--- config.mk ---
export PLATFORM = sky130hd
export DESIGN_NAME = cpu_wb_bridge
export DESIGN_NICKNAME = d
export VERILOG_FILES = /design/src/rtl/cwb_pkg.sv /design/src/rtl/cwb_fsm.sv /design/src/rtl/cwb_req_capture.sv /design/src/rtl/cwb_resp.sv /design/src/rtl/cpu_wb_bridge.sv
export SDC_FILE = /design/constraint.sdc
export NUM_CORES = 1
export LEC_CHECK = 0
export BUFFER_PORTS_ARGS = -buffer_cell sky130_fd_sc_hd__clkbuf_2
export CAP_MARGIN = 20
export CORE_MARGIN = 2
export CORE_UTILIZATION = 30
export DETAILED_ROUTE_END_ITERATION = 10
export PLACE_DENSITY = 0.63
export SYNTH_ARGS = -nofsm -noshare
export SYNTH_HDL_FRONTEND = slang
export SYNTH_SLANG_ARGS = --single-unit
--- constraint.sdc ---
create_clock -name clk -period 1.4 [get_ports clk]
set_input_delay 0.14 -clock clk [delete_from_list [all_inputs] [get_ports clk]]
set_output_delay 0.14 -clock clk [all_outputs]
set_load 0.03 [all_outputs]
--- src/rtl/cwb_pkg.sv ---
// Shared types for the CPU-to-Wishbone bridge.
package cwb_pkg;
    // Bridge control state: waiting for a request, or one bus access in flight.
    typedef enum logic {
        ST_IDLE = 1'b0,
        ST_BUSY = 1'b1
    } cwb_state_e;
endpackage

--- src/rtl/cwb_fsm.sv ---
// Control state machine of the bridge.
// Grants a request only when idle, keeps the cycle open until ack/err,
// and holds the strobe until the slave has taken it (stall low).
// Assumes the slave ends every cycle with exactly one ack or err.
module cwb_fsm
    import cwb_pkg::*;
(
    input  logic clk,
    input  logic rst_n,
    input  logic req,
    input  logic bus_ack,
    input  logic bus_err,
    input  logic bus_stall,
    output logic accept,
    output logic done,
    output logic busy,
    output logic stb
);
    cwb_state_e state_q;
    logic       stb_q;

    // Accept a request only in idle; finish on any slave answer while busy.
    always_comb begin
        accept = (state_q == ST_IDLE) && req;
        done   = (state_q == ST_BUSY) && (bus_ack || bus_err);
        busy   = (state_q == ST_BUSY);
        stb    = stb_q;
    end

    // State register: idle -> busy on accept, busy -> idle on answer.
    always_ff @(posedge clk) begin
        if (!rst_n) begin
            state_q <= ST_IDLE;
        end else if (accept) begin
            state_q <= ST_BUSY;
        end else if (done) begin
            state_q <= ST_IDLE;
        end
    end

    // Strobe: set on accept, cleared once the slave takes it or the cycle ends.
    always_ff @(posedge clk) begin
        if (!rst_n) begin
            stb_q <= 1'b0;
        end else if (accept) begin
            stb_q <= 1'b1;
        end else if (done) begin
            stb_q <= 1'b0;
        end else if (stb_q && !bus_stall) begin
            stb_q <= 1'b0;
        end
    end
endmodule

--- src/rtl/cwb_req_capture.sv ---
// Request capture register.
// Stores the request fields on accept and holds them for the bus cycle.
// The byte-lane address bits are dropped to form a word address.
module cwb_req_capture #(
    parameter int ADDR_W = 32,
    parameter int DATA_W = 32,
    parameter int SEL_W  = DATA_W / 8,
    parameter int OFF    = (SEL_W > 1) ? $clog2(SEL_W) : 0,
    parameter int WADR_W = ADDR_W - OFF
) (
    input  logic              clk,
    input  logic              rst_n,
    input  logic              accept,
    input  logic              we_in,
    input  logic [SEL_W-1:0]  be_in,
    input  logic [ADDR_W-1:0] addr_in,
    input  logic [DATA_W-1:0] wdata_in,
    output logic              we_q,
    output logic [SEL_W-1:0]  sel_q,
    output logic [WADR_W-1:0] adr_q,
    output logic [DATA_W-1:0] dat_q
);
    logic [WADR_W-1:0] word_addr;

    // Word address: drop byte-lane bits when words are wider than a byte.
    generate
        if (OFF > 0) begin : g_word
            logic unused_lane;
            assign word_addr   = addr_in[ADDR_W-1:OFF];
            assign unused_lane = ^addr_in[OFF-1:0];
        end else begin : g_byte
            assign word_addr = addr_in;
        end
    endgenerate

    // Field registers: load only when a request is accepted.
    always_ff @(posedge clk) begin
        if (!rst_n) begin
            we_q  <= 1'b0;
            sel_q <= '0;
            adr_q <= '0;
            dat_q <= '0;
        end else if (accept) begin
            we_q  <= we_in;
            sel_q <= be_in;
            adr_q <= word_addr;
            dat_q <= wdata_in;
        end
    end
endmodule

--- src/rtl/cwb_resp.sv ---
// Response stage.
// Turns the slave's ack/err into a one-cycle response pulse with
// registered read data and error flag for the processor.
module cwb_resp #(
    parameter int DATA_W = 32
) (
    input  logic              clk,
    input  logic              rst_n,
    input  logic              done,
    input  logic              bus_err,
    input  logic [DATA_W-1:0] bus_dat,
    output logic              rvalid,
    output logic              err,
    output logic [DATA_W-1:0] rdata
);
    // Pulse generation: valid and error flag for exactly one cycle.
    always_ff @(posedge clk) begin
        if (!rst_n) begin
            rvalid <= 1'b0;
            err    <= 1'b0;
        end else begin
            rvalid <= done;
            err    <= done && bus_err;
        end
    end

    // Read data capture: sample the bus data with the answer.
    always_ff @(posedge clk) begin
        if (!rst_n) begin
            rdata <= '0;
        end else if (done) begin
            rdata <= bus_dat;
        end
    end
endmodule

--- src/rtl/cpu_wb_bridge.sv ---
// CPU memory port to pipelined Wishbone bridge, single outstanding access.
// Grant is combinational in idle and withheld while a bus cycle runs.
// Assumes a slave that answers each strobe with one ack or err.
module cpu_wb_bridge #(
    parameter int ADDR_W = 32,
    parameter int DATA_W = 32,
    localparam int SEL_W  = DATA_W / 8,
    localparam int OFF    = (SEL_W > 1) ? $clog2(SEL_W) : 0,
    localparam int WADR_W = ADDR_W - OFF
) (
    input  logic              clk,
    input  logic              rst_n,
    input  logic              cpu_req,
    output logic              cpu_gnt,
    input  logic              cpu_we,
    input  logic [SEL_W-1:0]  cpu_be,
    input  logic [ADDR_W-1:0] cpu_addr,
    input  logic [DATA_W-1:0] cpu_wdata,
    output logic              cpu_rvalid,
    output logic [DATA_W-1:0] cpu_rdata,
    output logic              cpu_err,
    output logic              wb_cyc_o,
    output logic              wb_stb_o,
    output logic              wb_we_o,
    output logic [SEL_W-1:0]  wb_sel_o,
    output logic [WADR_W-1:0] wb_adr_o,
    output logic [DATA_W-1:0] wb_dat_o,
    input  logic [DATA_W-1:0] wb_dat_i,
    input  logic              wb_ack_i,
    input  logic              wb_err_i,
    input  logic              wb_stall_i
);
    logic accept;
    logic done;
    logic busy;

    cwb_fsm u_fsm (
        .clk       (clk),
        .rst_n     (rst_n),
        .req       (cpu_req),
        .bus_ack   (wb_ack_i),
        .bus_err   (wb_err_i),
        .bus_stall (wb_stall_i),
        .accept    (accept),
        .done      (done),
        .busy      (busy),
        .stb       (wb_stb_o)
    );

    cwb_req_capture #(
        .ADDR_W (ADDR_W),
        .DATA_W (DATA_W),
        .SEL_W  (SEL_W),
        .OFF    (OFF),
        .WADR_W (WADR_W)
    ) u_cap (
        .clk      (clk),
        .rst_n    (rst_n),
        .accept   (accept),
        .we_in    (cpu_we),
        .be_in    (cpu_be),
        .addr_in  (cpu_addr),
        .wdata_in (cpu_wdata),
        .we_q     (wb_we_o),
        .sel_q    (wb_sel_o),
        .adr_q    (wb_adr_o),
        .dat_q    (wb_dat_o)
    );

    cwb_resp #(
        .DATA_W (DATA_W)
    ) u_resp (
        .clk     (clk),
        .rst_n   (rst_n),
        .done    (done),
        .bus_err (wb_err_i),
        .bus_dat (wb_dat_i),
        .rvalid  (cpu_rvalid),
        .err     (cpu_err),
        .rdata   (cpu_rdata)
    );

    // Port mapping: grant mirrors acceptance, cycle mirrors the busy state.
    always_comb begin
        cpu_gnt  = accept;
        wb_cyc_o = busy;
    end
endmodule

# Word level (Yosys, flattened, before mapping)
# Cells that the tools add are included.
# word_totals
inputBits	107
reg_bits	103
out_inout_bits	104
# classes
n_mux	5
bitwise	1
n_reduce_logical	8
# ops
cell	count
1-bit 2-to-1 mux	5
1-bit logical AND	4
3-bit nonzero test	1
2-bit nonzero test	1
1-bit zero test	1
1-bit logical OR	1
1-bit NOT	1

# Logic depth before layout (Yosys ltp)
# Gate-level depths: netlist of run 1.
# depth
depth_word	5
ltp_mapped	7
mapped_depth_nobuf	4

# Hierarchy
# A second synthesis of run 1 with hierarchy kept.
# unflattened
cells_unflattened	333
hier_area_um2	3966.3
# modules_own_cells
module	instances	area_each_um2	seq_area_each_um2	cells_each
cwb_req_capture	1	2568.7	1341.3	216
cwb_resp	1	1296.2	680.7	107
cwb_fsm	1	101.3	40.0	10

# Worst setup path before layout of run 1
# No wires, ideal clock.
# synth_path
path_kind	register to register
from	reg u_fsm.state_q (netlist: u_fsm.busy)
to	reg u_resp.rdata[10]
synth_period_minus_slack_ns	1.399
path_buffers	2
setup_time_ns	0.117
t_required_ns	1.283
stages_incl_launch_ff	6
t_arrival_ns	1.282
slack_ns	0.001
path_cell_list	dfxtp_1 -> o21ai_1 -> and2_1 -> buf_4 -> buf_6 -> a22o_1
# synth_via
elab_chain_len	1
# synth_lines
element	line_no	source
start: declaration	cwb_fsm.sv:19	cwb_state_e state_q;
start signal: assignment	cwb_fsm.sv:33	state_q <= ST_IDLE;
start signal: assignment	cwb_fsm.sv:35	state_q <= ST_BUSY;
start signal: assignment	cwb_fsm.sv:37	state_q <= ST_IDLE;
1-bit logical AND	cwb_fsm.sv:25	done = (state_q == ST_BUSY) && (bus_ack || bus_err);
end signal: assignment	cwb_resp.sv:32	rdata <= bus_dat;
end: declaration	cwb_resp.sv:14	output logic [DATA_W-1:0] rdata
# Every way passes these cells.
# A chain may end at the register's enable or synchronous reset.

# Worst setup path in the final report of run 1
# layout_path
from	reg u_fsm.state_q (netlist: u_fsm.busy)
to	out cpu_gnt
# layout_via
elab_chain_len	2
# layout_lines
element	line_no	source
1-bit NOT	cwb_fsm.sv:24	accept = (state_q == ST_IDLE) && req;
1-bit logical AND	cwb_fsm.sv:24	
end: declaration	cpu_wb_bridge.sv:14	output logic cpu_gnt,
# Every way passes these cells.

==> impl_metrics.tcl, run 1 <==
set metrics [dict create \
    clock-root-buffer "clkbuf_16" \
    hold_viol 0 \
    clk_pin_slew_ns 0.07 \
    finish.utilization_pct 44.29 \
    p_switching_mw 1.914 \
    dieArea_um2 12370 \
    busiest_layer "met2" \
    setup_tns_ns 0 \
    ys_warn_count 0 \
    syn_area_um2 3448 \
    synth_xor_area_share_pct 0 \
    rr_startpoint "u_fsm.busy" \
    power-per-cell-area_nw_per_um2 1363 \
    startpoint_type "flip-flop" \
    critPathArrivalTime_ns 1.20 \
    wl_per_cell_um 12.53 \
    syn-mean-instance-area_um2 9.195 \
    power.leakage_nw 2.415 \
    diodes 0 \
    slew_violations 0 \
    area_growth_pct 45.39 \
    synth_compound_area_share_pct 18.36 \
    status "complete, no violations" \
    detailed_place_hpwl_um 6603 \
    portBuffers 208 \
    dieHeight_um 111.2 \
    place_area_um2 4583 \
    rrSetupSlack_ns 0.13 \
    grt_setup_unrepaired "no" \
    drc 0 \
    finalCritPeriodShare_pct 95.60 \
    synth_top_family_by_area "compound AO/OA/AOI/OAI gates" \
    max_cap_viol_count 0 \
    row_count 39 \
    cts_max_path_buffers 2 \
    clk_latency_ns 0.34 \
    core_um2 11320 \
    grt_pass1_wl_um 14520 \
    r2r_cells 5 \
    critPathLaunch "u_fsm.busy" \
    p_clk_share_pct 36.7 \
    grt_util_met3_pct 5.085 \
    max-vdd-ir-drop_uv 649.4 \
    netlist_top_cells_count "134 x nand2_1, 103 x dfxtp_1, 68 x a21oi_1" \
    grt_pass1_vias 3116 \
    critPathRequiredTime_ns 1.26 \
    crit_path_end "cpu_gnt" \
    slew_headroom_pct 76.62 \
    synth_top_cell_area_share_pct 59.80 \
    final_area_um2 5014 \
    drt_wl_total_um 9170 \
    via_per_inst 4.493 \
    synth-main-ff-cell "dfxtp_1" \
    yosysMostFrequentCell "nand2_1" \
    grt_use_met2_pct 23.21 \
    synth.ff_latch_count 103 \
    seq_area_um2 2063 \
    async_reset_ff_share_pct 0 \
    fin_crit_ns 1.338 \
    clock_skew_ns 0.005332 \
    antenna_left 0 \
    synth.largest_area_cell "dfxtp_1" \
    max_slew.worst_pin.slew_ns 0.3507 \
    grt_usage_pct 14.37 \
    final_nets 691 \
    r2r-end "u_cap.adr_q[11]" \
    clkSinkCount 103 \
    crit_type "reg2out" \
    multiInputGateArea_um2 1175 \
    synth_edf_count 0 \
    place.gp.congestion 0.7752 \
    num-fill-cells 1150 \
    initial_core_util_pct 30.46 \
    power.internal_mw 4.920 \
    synth_nets 482 \
    vias 3289 \
    hp-class "in2reg" \
    endpoint_kind "output port" \
    synthTopCellsByArea "dfxtp_1 60%, nand2_1 15%, a21oi_1 9.9%" \
    report.final.setup_viol 0 \
    yosysSeqAreaShare_pct 59.80 \
    use_met1_pct 17.09 \
    grt_start_max_net_pins 46 \
    pre_cts_slack_ns 0.1109 \
    crit_fanout 12 \
    antenna_found_initial 0 \
    ys_types 18 \
    drive_above_1_share_pct 40.92 \
    synthCells 375 \
    ios 211 \
    cts_tree "built" \
    total_power_mw 6.834 \
    synthAdderAreaFrac_pct 0 \
    power_frac_comb_pct 16.5 \
    worst_slack_ns 0.06160 \
    cts_buffers 9 \
    overflow 0 \
    swShare_pct 28.01 \
    seqPwrFrac_pct 46.7 \
    muxShareOfSynthArea_pct 0 \
    fmaxAchievable_ghz 0.7472 \
    htreeDepth 3 \
    fp.dieW_um 111.2 \
    drtIter0Drc 180 \
    synth-simple-area-share_pct 15.71 \
    drt_first_pass_iters 4 \
]
cells in the final DEF, fill, tap and decap left out, drive strengths merged:
| master | n |
|---|---|
| a21oi | 68 |
| a22o | 32 |
| and2 | 1 |
| and3 | 1 |
| buf | 11 |
| bufinv | 1 |
| clkbuf | 218 |
| clkinv | 5 |
| clkinvlp | 1 |
| dfxtp | 103 |
| dlygate4sd3 | 7 |
| inv | 2 |
| nand2 | 134 |
| nand2b | 1 |
| nor2 | 1 |
| nor2b | 1 |
| o21a | 1 |
| o21ai | 1 |
power by group through the flow:
stage	registers, mW	logic, mW	clock network, mW
after global routing	3.21	1.22	2.68
after global placement	3.26	1.08	0
final	3.19	1.13	2.51
after detailed placement	3.26	1.10	0
after CTS	3.20	1.13	2.60
after floorplan	3.60	0.368	0
stage by stage:
step | hold WS [ns] | std cells
6_report | 0.01302 | 732
5_1_grt | 0.002080 | 732
3_3_place_gp | 0.3564 | 706
4_1_cts | 0.00008266 | 731
3_5_place_dp | 0.3601 | 706
2_1_floorplan | 0.2502 | 375
kinds of logic after synthesis:
family          count (synthesis)
compound gates                102
buf+inv                        31
simple gates                  139
flops                         103
worst min-delay path by stage:
stage                 startpoint          endpoint  slack, ns  cells after the start
floorplan                cpu_req        u_fsm.busy       0.25                      1
global placement    wb_dat_i[26]  u_resp.rdata[26]       0.36                      2
detailed placement   wb_dat_i[8]   u_resp.rdata[8]       0.36                      2
CTS                  cpu_addr[5]    u_cap.adr_q[3]    0.00008                      3
global route        wb_dat_i[19]  u_resp.rdata[19]      0.002                      2
finish              wb_dat_i[21]  u_resp.rdata[21]       0.01                      2
cell type report:
class | instances | area share (%)
flip-flops and latches | 103 | 41.15
clock buffers | 9 | 4.492
well taps | 143 | 3.569
clock inverters | 7 | 1.622
repair buffers | 227 | 25.48
inverters | 2 | 0.2496
multi-input cells | 241 | 23.43
critical path: stages (launching register included):
cell and delay [ns]:
dfxtp_2 0.33, nand2b_4 0.14, clkinv_4 0.08, buf_12 0.15, clkbuf_8 0.15
per-layer routing:
metal	wire, um	share of wire [%]
met3	804	8.8
met4	201	2.2
met1	3771	41
met5	0	0
met2	4393	48
flip-flops by register name (all words and copies together), names as in the netlist:
signal / cells
u_cap.adr_q: 30
u_cap.dat_q: 32
u_cap.sel_q: 4
u_cap.we_q: 1
u_fsm.busy: 1
u_fsm.stb: 1
u_resp.err: 1
u_resp.rdata: 32
u_resp.rvalid: 1
what timing repair did:
action                                  CTS  global route
endpoints found under the hold margin     7             0
pin swaps                                 0             0
cloned                                    0             1
hold buffers                              7             0
buffers inserted                          2             0
resized for setup                         4             0
endpoints found under the setup margin    1             1
Note: power is estimated with default switching activity, not from simulation.
==> run 2, diff against run 1 <==
--- a/config.mk
+++ b/config.mk
@@ -5,12 +5,13 @@
 export SDC_FILE = /design/constraint.sdc
 export NUM_CORES = 1
 export LEC_CHECK = 0
+export ABC_AREA = 1
 export BUFFER_PORTS_ARGS = -buffer_cell sky130_fd_sc_hd__clkbuf_2
 export CAP_MARGIN = 20
 export CORE_MARGIN = 2
 export CORE_UTILIZATION = 30
 export DETAILED_ROUTE_END_ITERATION = 10
-export PLACE_DENSITY = 0.63
+export PLACE_DENSITY = 0.62
 export SYNTH_ARGS = -nofsm -noshare
 export SYNTH_HDL_FRONTEND = slang
 export SYNTH_SLANG_ARGS = --single-unit
==> run 2 against run 1 <==
Design area increased by 4.1%; clock skew decreased by 0.0017 ns; via count increased by 14%; die area increased by 6.6%; non-clock buffer count decreased by 4; combinational power increased by 23%; total power increased by 7.4%; critical path type unchanged; largest cell class unchanged.
==> impl_metrics.tcl, run 2 <==
set metrics [dict create \
    endpoint_kind "output port" \
    cp_top_family "buffers and inverters" \
    grt_usage_pct 15.32 \
    slowest_delay_ns 0.41 \
    fmaxAchievable_ghz 0.7434 \
    crit_type "reg2out" \
    synth-main-ff-cell "dfxtp_1" \
    htreeDepth 3 \
    synth_top_cell_area_share_pct 55.98 \
    synthTopCellsByArea "dfxtp_1 56%, nor2_1 14%, nand4_1 5.4%" \
    synthCells 454 \
    netlist_top_cells_count "138 x nor2_1, 103 x dfxtp_1, 37 x o21ai_0" \
    clock-root-buffer "clkbuf_16" \
    dieHeight_um 114.8 \
    ios 211 \
    cts_hold_buf 0 \
    worst_slack_ns 0.05474 \
    antenna_left 0 \
    async_reset_ff_share_pct 0 \
    vias 3751 \
    layout_commonest_cell "clkbuf_2" \
    report.final.setup_viol 0 \
    ys_types 19 \
    diodes 0 \
    place.gp.congestion 0.7663 \
    clkSinkCount 103 \
    drc 0 \
    cts_buffers 9 \
    yosysSeqAreaShare_pct 55.98 \
    max-vdd-ir-drop_uv 610.0 \
    clk_latency_ns 0.34 \
    portBuffers 208 \
    synth_nets 561 \
    cp_slowest_cell "dfxtp_2" \
    synth_edf_count 0 \
    initial_core_util_pct 30.67 \
    pre_cts_slack_ns 0.1849 \
    power-per-cell-area_nw_per_um2 1406 \
    syn-mean-instance-area_um2 8.114 \
    final_nets 757 \
    synth.largest_area_cell "dfxtp_1" \
    crit_fanout 34 \
    hold_viol 0 \
    critPathRequiredTime_ns 1.26 \
    crit_buf_inv 2 \
    critPathArrivalTime_ns 1.21 \
    slew_headroom_pct 68.39 \
    synth.ff_latch_count 103 \
    fp.dieW_um 114.8 \
    drt_first_pass_iters 6 \
    ys_warn_count 0 \
    clock_skew_ns 0.003635 \
    drtIter0Drc 191 \
    setup_tns_ns 0 \
    row_count 40 \
    hp-class "in2reg" \
    seq_area_um2 2063 \
    max_cap_viol_count 0 \
    max_slew.worst_pin.slew_ns 0.4740 \
    clk_pin_slew_ns 0.07 \
    biggestRegsByFlops "u_cap.dat_q: 32 flops, u_resp.rdata: 32 flops, u_cap.adr_q: 30 flops" \
    grt_start_max_net_pins 71 \
    power.leakage_nw 2.649 \
    slew_violations 0 \
    cts_tree "built" \
    grt_pass1_vias 3447 \
    num-fill-cells 1250 \
    cp_cell_sequence "buf_12 > clkbuf_2" \
    overflow 0 \
    dieArea_um2 13180 \
    drt_wl_total_um 10240 \
    detailed_place_hpwl_um 7512 \
    place_area_um2 4863 \
    multiInputGateArea_um2 1378 \
    grt_setup_unrepaired "no" \
    yosysMostFrequentCell "nor2_1" \
    area_growth_pct 41.75 \
    drive_above_1_share_pct 37.40 \
    syn_area_um2 3684 \
    core_um2 12010 \
    antenna_found_initial 0 \
    final_area_um2 5221 \
    status "complete, no violations" \
    fin_crit_ns 1.345 \
    final_cell_mix "207 x clkbuf_2, 138 x nor2_1, 102 x dfxtp_1" \
    via_per_inst 4.677 \
    startpoint_type "flip-flop" \
    grt_pass1_wl_um 16190 \
    cts_max_path_buffers 2 \
    finalCritPeriodShare_pct 96.09 \
    wl_per_cell_um 12.77 \
]
[run 2: where the power goes]
part           leakage, nW  total, mW  internal (mW)  switching (mW)
clock                0.148       2.68           1.57            1.11
combinational         1.65       1.39          0.466           0.928
sequential           0.850       3.27           3.15           0.118
[run 2: path summary, 6_finish.rpt]
path               startpoint          endpoint  slack, ns  depth (start not counted)
min              cpu_addr[13]   u_cap.adr_q[11]       0.03                          3
min reg2reg  u_resp.rdata[26]  u_resp.rdata[26]       0.46                          2
max reg2reg        u_fsm.busy   u_cap.dat_q[19]       0.27                          5
max                u_fsm.busy          wb_cyc_o       0.05                          2
[run 2: repair_timing]
item,in CTS,in global routing
pin swaps,1,1
endpoints found under the setup margin,2,2
cloned,0,0
resized for setup,4,0
buffers inserted,0,3
[run 2: kinds of logic (layout without fill, tap and decap cells)]
logic type             after synthesis  count (layout)  share of synthesized area (%)
DFF                                103             103                          55.98
buffers and inverters               43             244                          6.726
AOI/OAI and AO/OA                   69              69                          9.375
and+or+nand+nor                    239             239                          27.92
[run 2: per-stage QoR]
stage | cells | util, % | total power, mW | hold WS, ns
3_3_place_gp | 783 | 40.49 | 4.690 | 0.3788
4_1_cts | 799 | 43.28 | 7.422 | 0.01817
2_1_floorplan | 454 | - | 4.225 | 0.2693
5_1_grt | 802 | 43.47 | 7.696 | 0.02952
6_report | 802 | 43.47 | 7.341 | 0.03294
3_5_place_dp | 783 | 40.49 | 4.726 | 0.3834
[run 2: area by class of cell]
type / count / area share [%]
clock buffer: 9 / 4.313
clock inverter: 7 / 1.845
inverter: 5 / 0.3595
multi-input combinational: 308 / 26.38
sequential: 103 / 39.52
tap: 147 / 3.523
timing repair buffer: 223 / 24.06
[run 2: worst register-to-register path: stages (launching register included)]
cell and delay (ns):
dfxtp_2 0.36, nor2_4 0.20, buf_4 0.15, buf_12 0.17
nor2_1 0.07, nor2_1 0.11
[run 2: layer usage]
metal | part of all wire, % | GRT usage (%) | vias to the layer above
met5 | 0 | 0 | -
met2 | 48 | 25.68 | 146
met4 | 3.2 | 7.871 | 0
met3 | 7.2 | 4.217 | 25
li1 | - | - | 1893
met1 | 41 | 18.01 | 1687
==> run 3, diff against run 2 <==
==> constraint.sdc (replaced) <==
create_clock -name clk -period 1.4 [get_ports clk]
set_input_delay 0.21 -clock clk [delete_from_list [all_inputs] [get_ports clk]]
set_output_delay 0.21 -clock clk [all_outputs]
set_load 0.03 [all_outputs]
==> run 3 against run 2 <==
Total power is 5.9% lower; via count is 2.2% lower; first-iteration DRC count is 11% higher; critical path type unchanged; largest cell class unchanged; largest power group unchanged.
==> impl_metrics.tcl, run 3 (synthesis results as in run 2) <==
set metrics [dict create \
    area_growth_pct 39.06 \
    row_count 40 \
    drt_first_pass_iters 4 \
    clk_pin_slew_ns 0.06 \
    antenna_found_initial 0 \
    drive_above_1_share_pct 36.81 \
    drtIter0Drc 212 \
    final_nets 756 \
    fin_crit_ns 1.340 \
    num-fill-cells 1248 \
    core_um2 12010 \
    grt_pass1_wl_um 15930 \
    max_slew.worst_pin.slew_ns 0.3150 \
    diodes 0 \
    ios 211 \
    crit_fanout 20 \
    status "complete, no violations" \
    antenna_left 0 \
    cts_setup_buffers 0 \
    cts_hold_buf 0 \
    clkSinkCount 103 \
    hp-class "in2reg" \
    report.final.setup_viol 0 \
    dieHeight_um 114.8 \
    grt_pass1_vias 3441 \
    clock-root-buffer "clkbuf_16" \
    dieArea_um2 13180 \
    via_per_inst 4.592 \
    whs_ns 0.1021 \
    critPathRequiredTime_ns 1.19 \
    clk_latency_ns 0.34 \
    max-vdd-ir-drop_uv 902.0 \
    slew_headroom_pct 79.00 \
    overflow 0 \
    max_cap_viol_count 0 \
    slew_violations 0 \
    crit_type "reg2out" \
    pre_cts_slack_ns 0.1413 \
    htreeDepth 3 \
    power.leakage_nw 2.612 \
    detailed_place_hpwl_um 7435 \
    endpoint_kind "output port" \
    fmaxAchievable_ghz 0.7462 \
    setup_tns_ns 0 \
    finalCritPeriodShare_pct 95.72 \
    worst_slack_ns 0.05988 \
    clock_skew_ns 0.004424 \
    grt_setup_unrepaired "no" \
    cts_max_path_buffers 2 \
    vias 3669 \
    drc 0 \
    grt_usage_pct 15.21 \
    wl_per_cell_um 12.79 \
    critPathArrivalTime_ns 1.13 \
    portBuffers 208 \
    startpoint_type "flip-flop" \
    layout_commonest_cell "clkbuf_2" \
    initial_core_util_pct 30.67 \
    cts_tree "built" \
    cts_buffers 9 \
    fp.dieW_um 114.8 \
    biggestRegsByFlops "u_cap.dat_q: 32 flops, u_resp.rdata: 32 flops, u_cap.adr_q: 30 flops" \
    grt_start_max_net_pins 42 \
    drt_wl_total_um 10220 \
    hold_viol 0 \
    final_cell_mix "205 x clkbuf_2, 138 x nor2_1, 102 x dfxtp_1" \
    place.gp.congestion 0.7252 \
    power-per-cell-area_nw_per_um2 1348 \
]
[run 3: critical path: stages (launching register included)]
cell and delay (ns):
dfxtp_4 0.40, buf_8 0.18, clkbuf_4 0.21
[run 3: where the power goes]
group	switching (mW)	internal (mW)
registers	0.116	3.15
logic	0.925	0.444
clock network	0.987	1.28
total	2.03	4.88
[run 3: layer usage]
layer  track usage, %  wire length, um  vias to the layer above
met5                0                0                        -
met4            4.659              125                        0
met3            5.693              774                       11
met2            27.18             5092                      121
met1            16.83             4228                     1649
li1                 -                -                     1888
[run 3: area by class of cell]
class,instances,area [um2],area share [%]
Inverter,5,18.77,0.3664
Multi-Input combinational cell,308,1378,26.89
Clock inverter,1,5.005,0.09770
Timing Repair Buffer,222,1211,23.64
Sequential cell,103,2066,40.33
Tap cell,147,183.9,3.591
Clock buffer,13,260.3,5.081
[run 3: worst paths after layout]
path | startpoint | end | slack, ns | cells past startpoint
setup / recovery | u_fsm.busy | wb_cyc_o | 0.06 | 2
hold / removal | wb_stall_i | u_fsm.stb | 0.10 | 3
setup reg to reg | u_fsm.busy | u_cap.dat_q[19] | 0.27 | 5
hold reg to reg | u_resp.rdata[2] | u_resp.rdata[2] | 0.47 | 2
[run 3: per-stage QoR]
stage               total power [mW]  cell area, um2  utilization, %  cells
detailed placement             4.709            4841           40.30    785
global placement               4.676            4841           40.30    785
CTS                            7.019            5120           42.63    799
finish                         6.906            5122           42.65    799
global route                   7.267            5122           42.65    799
floorplan                      4.225            3684               -    454
[run 3: repair_timing]
action,CTS,global route
setup endpoints to repair,2,2
hold endpoints to repair,0,0
resized for setup,5,2
